## config.mk

```make
export PLATFORM = sky130hd
export DESIGN_NAME = gpio_flag_bank
export DESIGN_NICKNAME = d
export VERILOG_FILES = /design/src/rtl/gpio_flag_bank.sv
export SDC_FILE = /design/constraint.sdc
export NUM_CORES = 1
export LEC_CHECK = 0
export CAP_MARGIN = 15
export CORE_UTILIZATION = 54
export DETAILED_ROUTE_END_ITERATION = 10
export PLACE_DENSITY_LB_ADDON = 0.25
export SLEW_MARGIN = 20
export SYNTH_ARGS = -nofsm -noshare
export SYNTH_HDL_FRONTEND = slang
export SYNTH_SLANG_ARGS = --single-unit
export TNS_END_PERCENT = 30
```

## constraint.sdc

```tcl
create_clock -name clk -period 3.1 [get_ports clk]
set_input_delay 0.93 -clock clk [delete_from_list [all_inputs] [get_ports clk]]
set_output_delay 0.93 -clock clk [all_outputs]
set_load 0.02 [all_outputs]
```

## src/rtl/gpio_flag_bank.sv

```systemverilog
`timescale 1ns/1ps
module gpio_flag_bank #(
  parameter int NPINS = 16,
  parameter int AW    = 5
) (
  input  logic             clk,
  input  logic             rst_n,
  input  logic [AW-1:0]    bus_addr,
  input  logic             bus_we,
  input  logic [NPINS-1:0] bus_wdata,
  output logic [NPINS-1:0] bus_rdata,
  input  logic [NPINS-1:0] pin_in,
  output logic [NPINS-1:0] pin_out,
  output logic [NPINS-1:0] pin_oe,
  output logic             irq
);
  localparam logic [2:0] A_DAT  = 3'd0;
  localparam logic [2:0] A_CLR  = 3'd1;
  localparam logic [2:0] A_SET  = 3'd2;
  localparam logic [2:0] A_MCLR = 3'd3;
  localparam logic [2:0] A_MSET = 3'd4;
  localparam logic [2:0] A_DIR  = 3'd5;
  localparam logic [2:0] A_EDGE = 3'd6;
  localparam logic [2:0] A_BOTH = 3'd7;

  logic [2:0]       sel;
  logic             wr_dat, wr_clr, wr_set, wr_mclr, wr_mset, wr_dir, wr_edge, wr_both;
  logic [NPINS-1:0] dir, edge_sel, both_sel, msk, flg;
  logic [NPINS-1:0] s1, s2, s3;
  logic [NPINS-1:0] hit, base, flg_n, msk_n, status;

  assign sel     = bus_addr[4:2];
  assign wr_dat  = bus_we && (sel == A_DAT);
  assign wr_clr  = bus_we && (sel == A_CLR);
  assign wr_set  = bus_we && (sel == A_SET);
  assign wr_mclr = bus_we && (sel == A_MCLR);
  assign wr_mset = bus_we && (sel == A_MSET);
  assign wr_dir  = bus_we && (sel == A_DIR);
  assign wr_edge = bus_we && (sel == A_EDGE);
  assign wr_both = bus_we && (sel == A_BOTH);

  // two-stage synchronizer plus one history stage for edge detection
  always_ff @(posedge clk or negedge rst_n)
    if (!rst_n) begin
      s1 <= '0;
      s2 <= '0;
      s3 <= '0;
    end else begin
      s1 <= pin_in;
      s2 <= s1;
      s3 <= s2;
    end

  assign hit = ~dir & edge_sel & ((s2 & ~s3) | (both_sel & ~s2 & s3));

  always_comb begin
    base = flg;
    if (wr_dat)      base = bus_wdata;
    else if (wr_set) base = flg | bus_wdata;
    else if (wr_clr) base = flg & ~bus_wdata;
    // level inputs hold no flag state; edge detection wins over a clear
    flg_n = (base & (dir | edge_sel)) | hit;
  end

  always_comb begin
    msk_n = msk;
    if (wr_mset)      msk_n = msk | bus_wdata;
    else if (wr_mclr) msk_n = msk & ~bus_wdata;
  end

  always_ff @(posedge clk or negedge rst_n)
    if (!rst_n) begin
      flg      <= '0;
      msk      <= '0;
      dir      <= '0;
      edge_sel <= '0;
      both_sel <= '0;
    end else begin
      flg <= flg_n;
      msk <= msk_n;
      if (wr_dir)  dir      <= bus_wdata;
      if (wr_edge) edge_sel <= bus_wdata;
      if (wr_both) both_sel <= bus_wdata;
    end

  assign status  = flg | (s2 & ~dir & ~edge_sel);
  assign pin_out = flg & dir;
  assign pin_oe  = dir;
  assign irq     = |(status & msk);

  always_comb
    case (sel)
      A_DAT, A_CLR, A_SET: bus_rdata = status;
      A_MCLR, A_MSET:      bus_rdata = msk;
      A_DIR:               bus_rdata = dir;
      A_EDGE:              bus_rdata = edge_sel;
      default:             bus_rdata = both_sel;
    endcase

  AST_DIR_TO_OE: assert property (@(posedge clk) disable iff (!rst_n)
    wr_dir |=> (pin_oe == $past(bus_wdata)));
  AST_SET_DRIVES: assert property (@(posedge clk) disable iff (!rst_n)
    wr_set |=> ((pin_out & $past(bus_wdata & dir)) == $past(bus_wdata & dir)));
  AST_CLR_DRIVES: assert property (@(posedge clk) disable iff (!rst_n)
    wr_clr |=> ((pin_out & $past(bus_wdata)) == '0));
  AST_MASK_SET: assert property (@(posedge clk) disable iff (!rst_n)
    wr_mset |=> ((msk & $past(bus_wdata)) == $past(bus_wdata)));
  AST_EDGE_STICKY: assert property (@(posedge clk) disable iff (!rst_n)
    (!wr_clr && !wr_dat) |=> ((flg & $past(flg & ~dir & edge_sel)) == $past(flg & ~dir & edge_sel)));
  AST_MASK_OFF_QUIET: assert property (@(posedge clk) disable iff (!rst_n)
    (wr_mclr && (bus_wdata == {NPINS{1'b1}})) |=> !irq);
endmodule

```

Word level (Yosys, flattened, before mapping)
Index checks and enable logic that the tools add are counted.
{ "word_totals": {"reg_bits": 128, "input_bits": 40, "output_inout_bits": 49, "elab_cells": 57} }
{ "classes": {"eq_ne": 7, "n_mux": 6, "bitwise": 23, "reduce_logical": 13} }
{ "ops": {"columns": ["cell", "count"], "rows": [
  ["$and 16x16->16", 12],
  ["$or 16x16->16", 6],
  ["$mux 16", 5],
  ["$not 16->16", 5],
  ["$pmux 16 s4", 1],
  ["$reduce_or 16->1", 1],
  ["$eq 3x3->1 const B", 4],
  ["$logic_and 1x1->1", 8],
  ["$eq 3x2->1 const B", 2],
  ["$eq 3x1->1 const B", 1],
  ["$logic_not 3->1", 1],
  ["$reduce_or 3->1", 1],
  ["$reduce_bool 2->1", 1],
  ["$reduce_or 2->1", 1]
]} }

Longest topological paths before layout
Gate-level depths: netlist of the first run.
{ "logic_depth": {"ltp_word": 7, "depth_mapped": 7, "mapped_depth_nobuf": 4} }

Least setup slack after synthesis of the first run
No wires, ideal clock.
{ "synth_path": {"kind": "input-to-output", "from": "input bus_addr[2]", "to": "output bus_rdata[15]", "arrival_time_ns": 2.151, "required_time_ns": 2.170, "slack_ns": 0.019, "cell_stages": 6, "path_buffers": 2, "cell_sequence": "buf_2 nand2b_1 buf_1 o22ai_1 o2bb2ai_1 a21oi_1"} }
{ "synth_between": {"elab_chain_cells": 3, "elab_cells_between_ends": 10, "classes_between": "6 x eq/ne; 1 x mux; 3 x reduce/logical"} }
{ "synth_rtl": {"columns": ["item", "line", "rtl"], "rows": [
  ["start, declared", "8", "input logic [AW-1:0] bus_addr,"],
  ["$eq 3x1->1, or another cell as far along", "92", "case (sel)"],
  ["$reduce_or 3->1 or $reduce_or 2->1 (tied branches)", "92", null],
  ["$pmux 16 s4 *", "92", null],
  ["end, declared", "11", "output logic [NPINS-1:0] bus_rdata,"]
]} }
Mark *: on every way between the ends. The rest lies on a longest branch, timed or not.

==> results of run 1 <==
-- synth_stat cells (2+ instances only) --
cell type | instances | area (um^2)
dfrtp_1 | 128 | 3200
nand2_1 | 50 | 188
mux2_2 | 46 | 518
a21oi_1 | 31 | 155
mux2_1 | 30 | 338
nor2_1 | 25 | 93.8
and2_1 | 16 | 100
o21ai_1 | 16 | 80.1
nand2b_1 | 14 | 87.6
a221oi_1 | 13 | 114
o22ai_1 | 13 | 81.3
buf_2 | 11 | 55.1
clkbuf_1 | 11 | 41.3
o2bb2ai_1 | 10 | 87.6
nand3_1 | 9 | 45.0
a31oi_1 | 8 | 50.1
o221a_2 | 8 | 90.1
mux2i_1 | 7 | 70.1
nor2b_1 | 7 | 43.8
a21o_1 | 6 | 45.0
inv_1 | 6 | 22.5
nand3b_1 | 6 | 45.0
nor3b_1 | 5 | 37.5
o21ai_0 | 5 | 25.0
a22o_1 | 4 | 35.0
and3b_1 | 4 | 35.0
mux4_2 | 3 | 67.6
nand4_1 | 3 | 18.8
o21a_1 | 3 | 22.5
and4bb_1 | 2 | 25.0
buf_1 | 2 | 7.51
nand4b_2 | 2 | 30.0
nor3b_2 | 2 | 25.0
-- critical path, delay by kind of cell, from the launching register on --
family | cells | cell delay [ns]
AO/OA/AOI/OAI | 1 | 0.34
buffers and inverters | 2 | 0.33
flip-flops | 1 | 0.42
AND/OR/NAND/NOR | 3 | 0.87
-- path summary, 6_finish.rpt --
| path | depth (start not counted) | from | to | slack (ns) |
|---|---|---|---|---|
| worst min register to register | 0 | s1[15]$_DFF_PN0_ | s2[15]$_DFF_PN0_ | 0.35 |
| min in group asynchronous | 2 | rst_n | flg[5]$_DFF_PN0_ | 0.51 |
| worst max-delay path | 6 | flip-flop | irq | -0.32 |
| worst max register to register | 5 | flg[4]$_DFF_PN0_ | flg[4]$_DFF_PN0_ | 1.77 |
| worst min-delay path | 0 | s1[15]$_DFF_PN0_ | s2[15]$_DFF_PN0_ | 0.35 |
| max in group asynchronous | 2 | rst_n | both_sel[1]$_DFFE_PN0P_ | 2.13 |
-- final cells by class --
type | instances | area, um^2
clock buffer | 23 | 477
clock inverter | 9 | 178
fill | 703 | 2560
inverter | 6 | 22.5
multi-input combinational | 360 | 2770
sequential | 128 | 3200
tap | 140 | 175
timing repair buffer | 167 | 1450
-- through the flow --
step           total power, mW  cells  setup WS, ns  setup TNS, ns
2_1_floorplan             2.96    519        0.0192              0
3_3_place_gp              3.67    796        -0.875         -12.90
3_5_place_dp              3.73    796        -0.939         -13.57
4_1_cts                   5.92    832        -0.334         -0.354
5_1_grt                   6.20    833        -0.368         -0.479
6_report                  5.95    833        -0.320         -0.336
-- per-layer routing --
| layer | global-route usage, % | vias up | wire (um) |
|---|---|---|---|
| met4 | 14.9 | 0 | 490 |
| met3 | 7.57 | 49 | 1230 |
| met1 | 37.5 | 2478 | 6510 |
| met5 | 0 | - | 0 |
| li1 | - | 2237 | - |
| met2 | 49.1 | 265 | 8250 |
-- placed cells by master (no fill, tap or decap), types with 4 or more instances in the layout --
| cell | n |
|---|---|
| a21o_1 | 6 |
| a21oi_1 | 31 |
| a221oi_1 | 11 |
| a22o_1 | 4 |
| a31oi_1 | 8 |
| and2_1 | 15 |
| and3b_1 | 4 |
| buf_2 | 12 |
| buf_4 | 78 |
| buf_6 | 9 |
| bufinv_16 | 5 |
| clkbuf_16 | 16 |
| clkbuf_8 | 5 |
| clkdlybuf4s50_1 | 65 |
| dfrtp_1 | 128 |
| inv_1 | 6 |
| mux2_1 | 30 |
| mux2_2 | 46 |
| mux2i_1 | 7 |
| nand2_1 | 49 |
| nand2b_1 | 13 |
| nand3_1 | 9 |
| nand3b_1 | 6 |
| nor2_1 | 25 |
| nor2b_1 | 7 |
| nor3b_1 | 5 |
| o21ai_0 | 5 |
| o21ai_1 | 16 |
| o221a_2 | 8 |
| o22ai_1 | 7 |
| o22ai_2 | 5 |
| o2bb2ai_1 | 9 |
-- power by group through the flow --
stage,clock network (mW),logic (mW),registers (mW)
5_1_grt,2.28,1.69,2.22
2_1_floorplan,0,0.748,2.22
6_report,2.17,1.58,2.19
3_3_place_gp,0,1.49,2.18
3_5_place_dp,0,1.54,2.19
4_1_cts,2.20,1.54,2.18
-- repair_timing --
| action | in CTS | in global routing |
|---|---|---|
| setup buffers | 4 | 1 |
| gates resized for setup | 102 | 19 |
| hold endpoints to repair | 0 | 0 |
| setup endpoints to repair | 17 | 17 |
| cloned | 0 | 0 |
| pin swaps | 7 | 8 |
| hold buffers | 0 | 0 |
-- logic make-up (layout without fill, tap and decap cells) --
family                 Yosys count  in the layout
AOI/OAI and AO/OA              122            122
buffers and inverters           31            205
DFF                            128            128
muxes                           86             86
and+or+nand+nor                152            152
==> metrics, run 1 <==
largest family of logic cells by synthesized area multiplexers; Port Buffers 86; DRT iter0 DRCs 333; post-route cell area 8280 um^2; Core Box Area 10,800 um^2; Die Ht 107 um; CP Launch Type flip-flop; Hold WS 0.347 ns; final worst slack -0.320 ns; cts bufs inserted 17; Seq/Total Area, Yosys ~53%; clock period minus final worst setup slack 3.42 ns; Boundary Pins 89; Worst Path Required approximately 2.2 ns; yosys warns 0; fmax 0.292 GHz; Cells after Synth 519; CTS tree built; share of the cycle needed by the critical path after routing 110%; Root Driver clkbuf_8; drt first pass iters 6; LEAKAGE between 3 and 4 nW; synthesized area 6000 um^2; Clock Skew 0.00330 ns; Ant. Diodes 0; Worst VDD drop 0.766 mV; status finished with violations; Die Wd 107 um; CP Capture Type output port; Residual DRC 0; xor and xnor fraction of the mapped netlist area 0%; post-synthesis compound-gate area fraction 13.8%; final hold viol count 0; Reg clk slew, reported paths 0.06 ns; Synth Area in Adders 0%; slew margin rel. 55.9%; failing checks setup timing; H-tree lvl count 4; Yosys cell types 46; Initial Utilization between 50% and 60%; Global Route Usage Sum 30.2%; Int Power 4.23 mW; crit-path max FO 5; sequential power share 36.9%; initial antenna violation count 0; mux contribution to synthesized area 16.6%; Syn Area/Cell 11.6 um^2; final wirelength 16,500 um; crit-path cells nor4bb_1, a2111oi_4, buf_4, nand4_1, or4_4, buf_6; Mapped Nets between 500 and 600; dpl cell area 7510 um^2; Final HPWL DP 10,900 um; Via density 6.04; Die ar. 11,500 um^2; vias in the first global route 5,030; clock share of power 36.5%; fin util 76.4%; Post-synth ARST share 100%; via count 5,029; Logic pwr share 26.6%; GPL Wtd Cong 0.885; RSZ-0062 raised after global routing true; Net Switching 1.72 mW; Power Dens Cells 719 nW/um^2; fin nets 720; Max Cap Viol 0; Tightest Pin Transition 0.652 ns; Final setup violation count 2; Worst Path Class, Setup reg2out; P&R area growth vs syn 38.0%; Rows 38; clk_lat worst skew 0.53 ns; worst min-delay path class reg2reg; post-synthesis simple-gate area fraction 14.0%; largest net degree at the start of global routing 129; post-route ant nets 0; clock buffer depth 2; Avg WL per Cell slightly below 20 um; ys flop type dfrtp_1; Sink Count about 130; Post-synth EDFFs 0; first-pass GRT wire length 25,600 um; fin. max-slew vios 0; max incr delay on CP 0.57 ns; switch share between 20 and 30%; proportion of layout cells with a drive suffix above 1 a little under a third; gr ovfl total 0; Worst EP arrival between 2 and 2.5 ns; post-synthesis register bit count 128; slowest CP cell or4_4
No activity file was read; power rests on OpenSTA's default activity.
==> run 2: changes to the inputs <==
Settings changed: CORE_ASPECT_RATIO set to 1.4.
==> run 2 against run 1 <==
  * The flow still finishes with violations (setup timing)
  * Register-to-register slack lost 0.03 ns
  * Combinational power barely moved
  * Sequential power about the same
  * Clock skew rose by 0.0018 ns
  * Clock power fell by 6%
  * Largest power group unchanged
==> metrics, run 2 (synthesized netlist as in run 1, its figures left out) <==
Root Driver clkbuf_16; P&R area growth vs syn 36.5%; CTS tree built; clock period minus final worst setup slack 3.27 ns (-0.154 ns); Port Buffers 86 (unchanged); share of the cycle needed by the critical path after routing 105% (-5.0 points); LEAKAGE 3.62 nW (-1.3%); Worst Path Class, Setup reg2out; Tightest Pin Transition 0.605 ns (-0.0473 ns); Fill cells 719 (+2.3%); Int Power 4.07 mW (-3.8%); Reg clk slew, reported paths 0.06 ns (about the same); clock share of power 35.1% (-1.4 points); Power Dens Cells 710 nW/um^2 (-1.2%); crit-path max FO 2 (-3); Avg WL per Cell 21.0 um (+6.2%); Net Switching 1.74 mW (+1.6%); Via density 6.21 (+2.8%); clock buffer depth 2 (unchanged); most common cell after layout, fill and taps aside dfrtp_1; largest net degree at the start of global routing 53 (-59%); Final setup violation count 1 (-1); final worst slack -0.166 ns (+0.154 ns); via count 5,115 (+1.7%); Power, Total 5.82 mW (-2.3%); Hold Buf Count CTS 0 (unchanged); gr ovfl total 0 (unchanged); vias in the first global route 5,099 (+1.4%); GPL Wtd Cong 0.879 (-0.68%); Initial Utilization 55.5% (+0.15 points); Residual DRC 0 (unchanged); RSZ-0062 raised after global routing true; Die Ht 127 um (+18%); fin. max-slew vios 0 (unchanged); CP Launch Type flip-flop; worst min-delay path class reg2reg; initial antenna violation count 0 (unchanged); Worst VDD drop 0.436 mV (-43%); Hold WS 0.346 ns (-0.00191 ns); Global Route Usage Sum 30.5% (+0.35 points); first-pass GRT wire length 26,600 um (+3.7%); clk_lat worst skew 0.41 ns (-0.12 ns); fmax 0.306 GHz (+4.7%); sequential power share 38.0% (+1.1 points); status finished with violations; DRT iter0 DRCs 451 (+35%); drt first pass iters 5 (-1); Worst EP arrival 2.34 ns (-0.15 ns); slew margin rel. 59.1% (+3.2 points); Clock Skew 0.00514 ns (+0.00184 ns); most frequent cells in the layout 128 x dfrtp_1, 65 x clkdlybuf4s50_1, 62 x buf_4; FF-to-FF setup slack 1.74 ns (-0.03 ns); Boundary Pins 89 (unchanged); post-route ant nets 0 (unchanged); Final HPWL DP 11,100 um (+1.5%); CP Capture Type output port; final hold viol count 0 (unchanged); Worst Path Required 2.17 ns (about the same); final wirelength 17,300 um (+5.0%); Die Wd 91.1 um (-15%); Rows 45 (+18%); Sink Count 128 (unchanged); Logic pwr share 27.0% (+0.4 points); fin nets 710 (-1.4%); proportion of layout cells with a drive suffix above 1 29.7% (-1.2 points); Max Cap Viol 0 (unchanged); cts bufs inserted 17 (unchanged); Core Box Area 10,800 um^2 (-0.28%); H-tree lvl count 4 (unchanged); Ant. Diodes 0 (unchanged); Die ar. 11,500 um^2 (about the same); failing checks setup timing; switch share 30.0% (+1.1 points)
## run 2: power by group through the flow
stage | combinational, mW | sequential, mW | clock [mW]
2_1_floorplan | 0.748 | 2.22 | 0
3_3_place_gp | 1.47 | 2.19 | 0
3_5_place_dp | 1.51 | 2.21 | 0
4_1_cts | 1.52 | 2.19 | 2.05
5_1_grt | 1.67 | 2.23 | 2.12
6_report | 1.57 | 2.21 | 2.04
## run 2: cell type report
type                       count  area [um^2]  area share [%]
clock buffer                  22          474            5.79
timing repair buffer         157         1430            17.4
inverter                       6         22.5           0.275
tap                          141          176            2.15
multi-input combinational    360         2750            33.6
sequential                   128         3200            39.1
clock inverter                10          134            1.63
## run 2: final timing paths
path	to	cells after the start	start
max	irq	6	flip-flop
min	s2[8]$_DFF_PN0_	0	s1[8]$_DFF_PN0_
max reg2reg	flg[4]$_DFF_PN0_	5	flg[4]$_DFF_PN0_
min reg2reg	s2[8]$_DFF_PN0_	0	s1[8]$_DFF_PN0_
max in group asynchronous	flg[15]$_DFF_PN0_	2	rst_n
min in group asynchronous	s1[5]$_DFF_PN0_	1	rst_n
## run 2: metal layers
metal | wire length (um) | GRT usage, %
met5 | 0 | 0
met4 | 694 | 16.2
met3 | 1190 | 6.71
met2 | 8750 | 50.4
met1 | 6680 | 37.5
## run 2: critical path, stage by stage, from the launching register on
cell       delay [ns]
dfrtp_1          0.41
and4bb_1         0.23
a2111oi_4        0.36
buf_4            0.17
nand4_1          0.09
or4_4            0.51
buf_6            0.15
## run 2: per-stage QoR
step | cell area (um^2) | worst slack [ns] | TNS (ns) | util (%) | instances
after floorplan | 6000 | 0.0192 | 0 | - | 519
after global placement | 7470 | -0.895 | -13.64 | 69.1 | 788
after detailed placement | 7470 | -0.898 | -14.17 | 69.1 | 788
after CTS | 8100 | -0.197 | -0.229 | 74.9 | 822
after global routing | 8190 | -0.230 | -0.369 | 75.8 | 824
final | 8190 | -0.166 | -0.166 | 75.8 | 824
## run 2: what timing repair did
action,in CTS,in global routing
buffers inserted,2,2
resized for setup,99,27
pin swaps,5,7
endpoints found under the setup margin,17,15
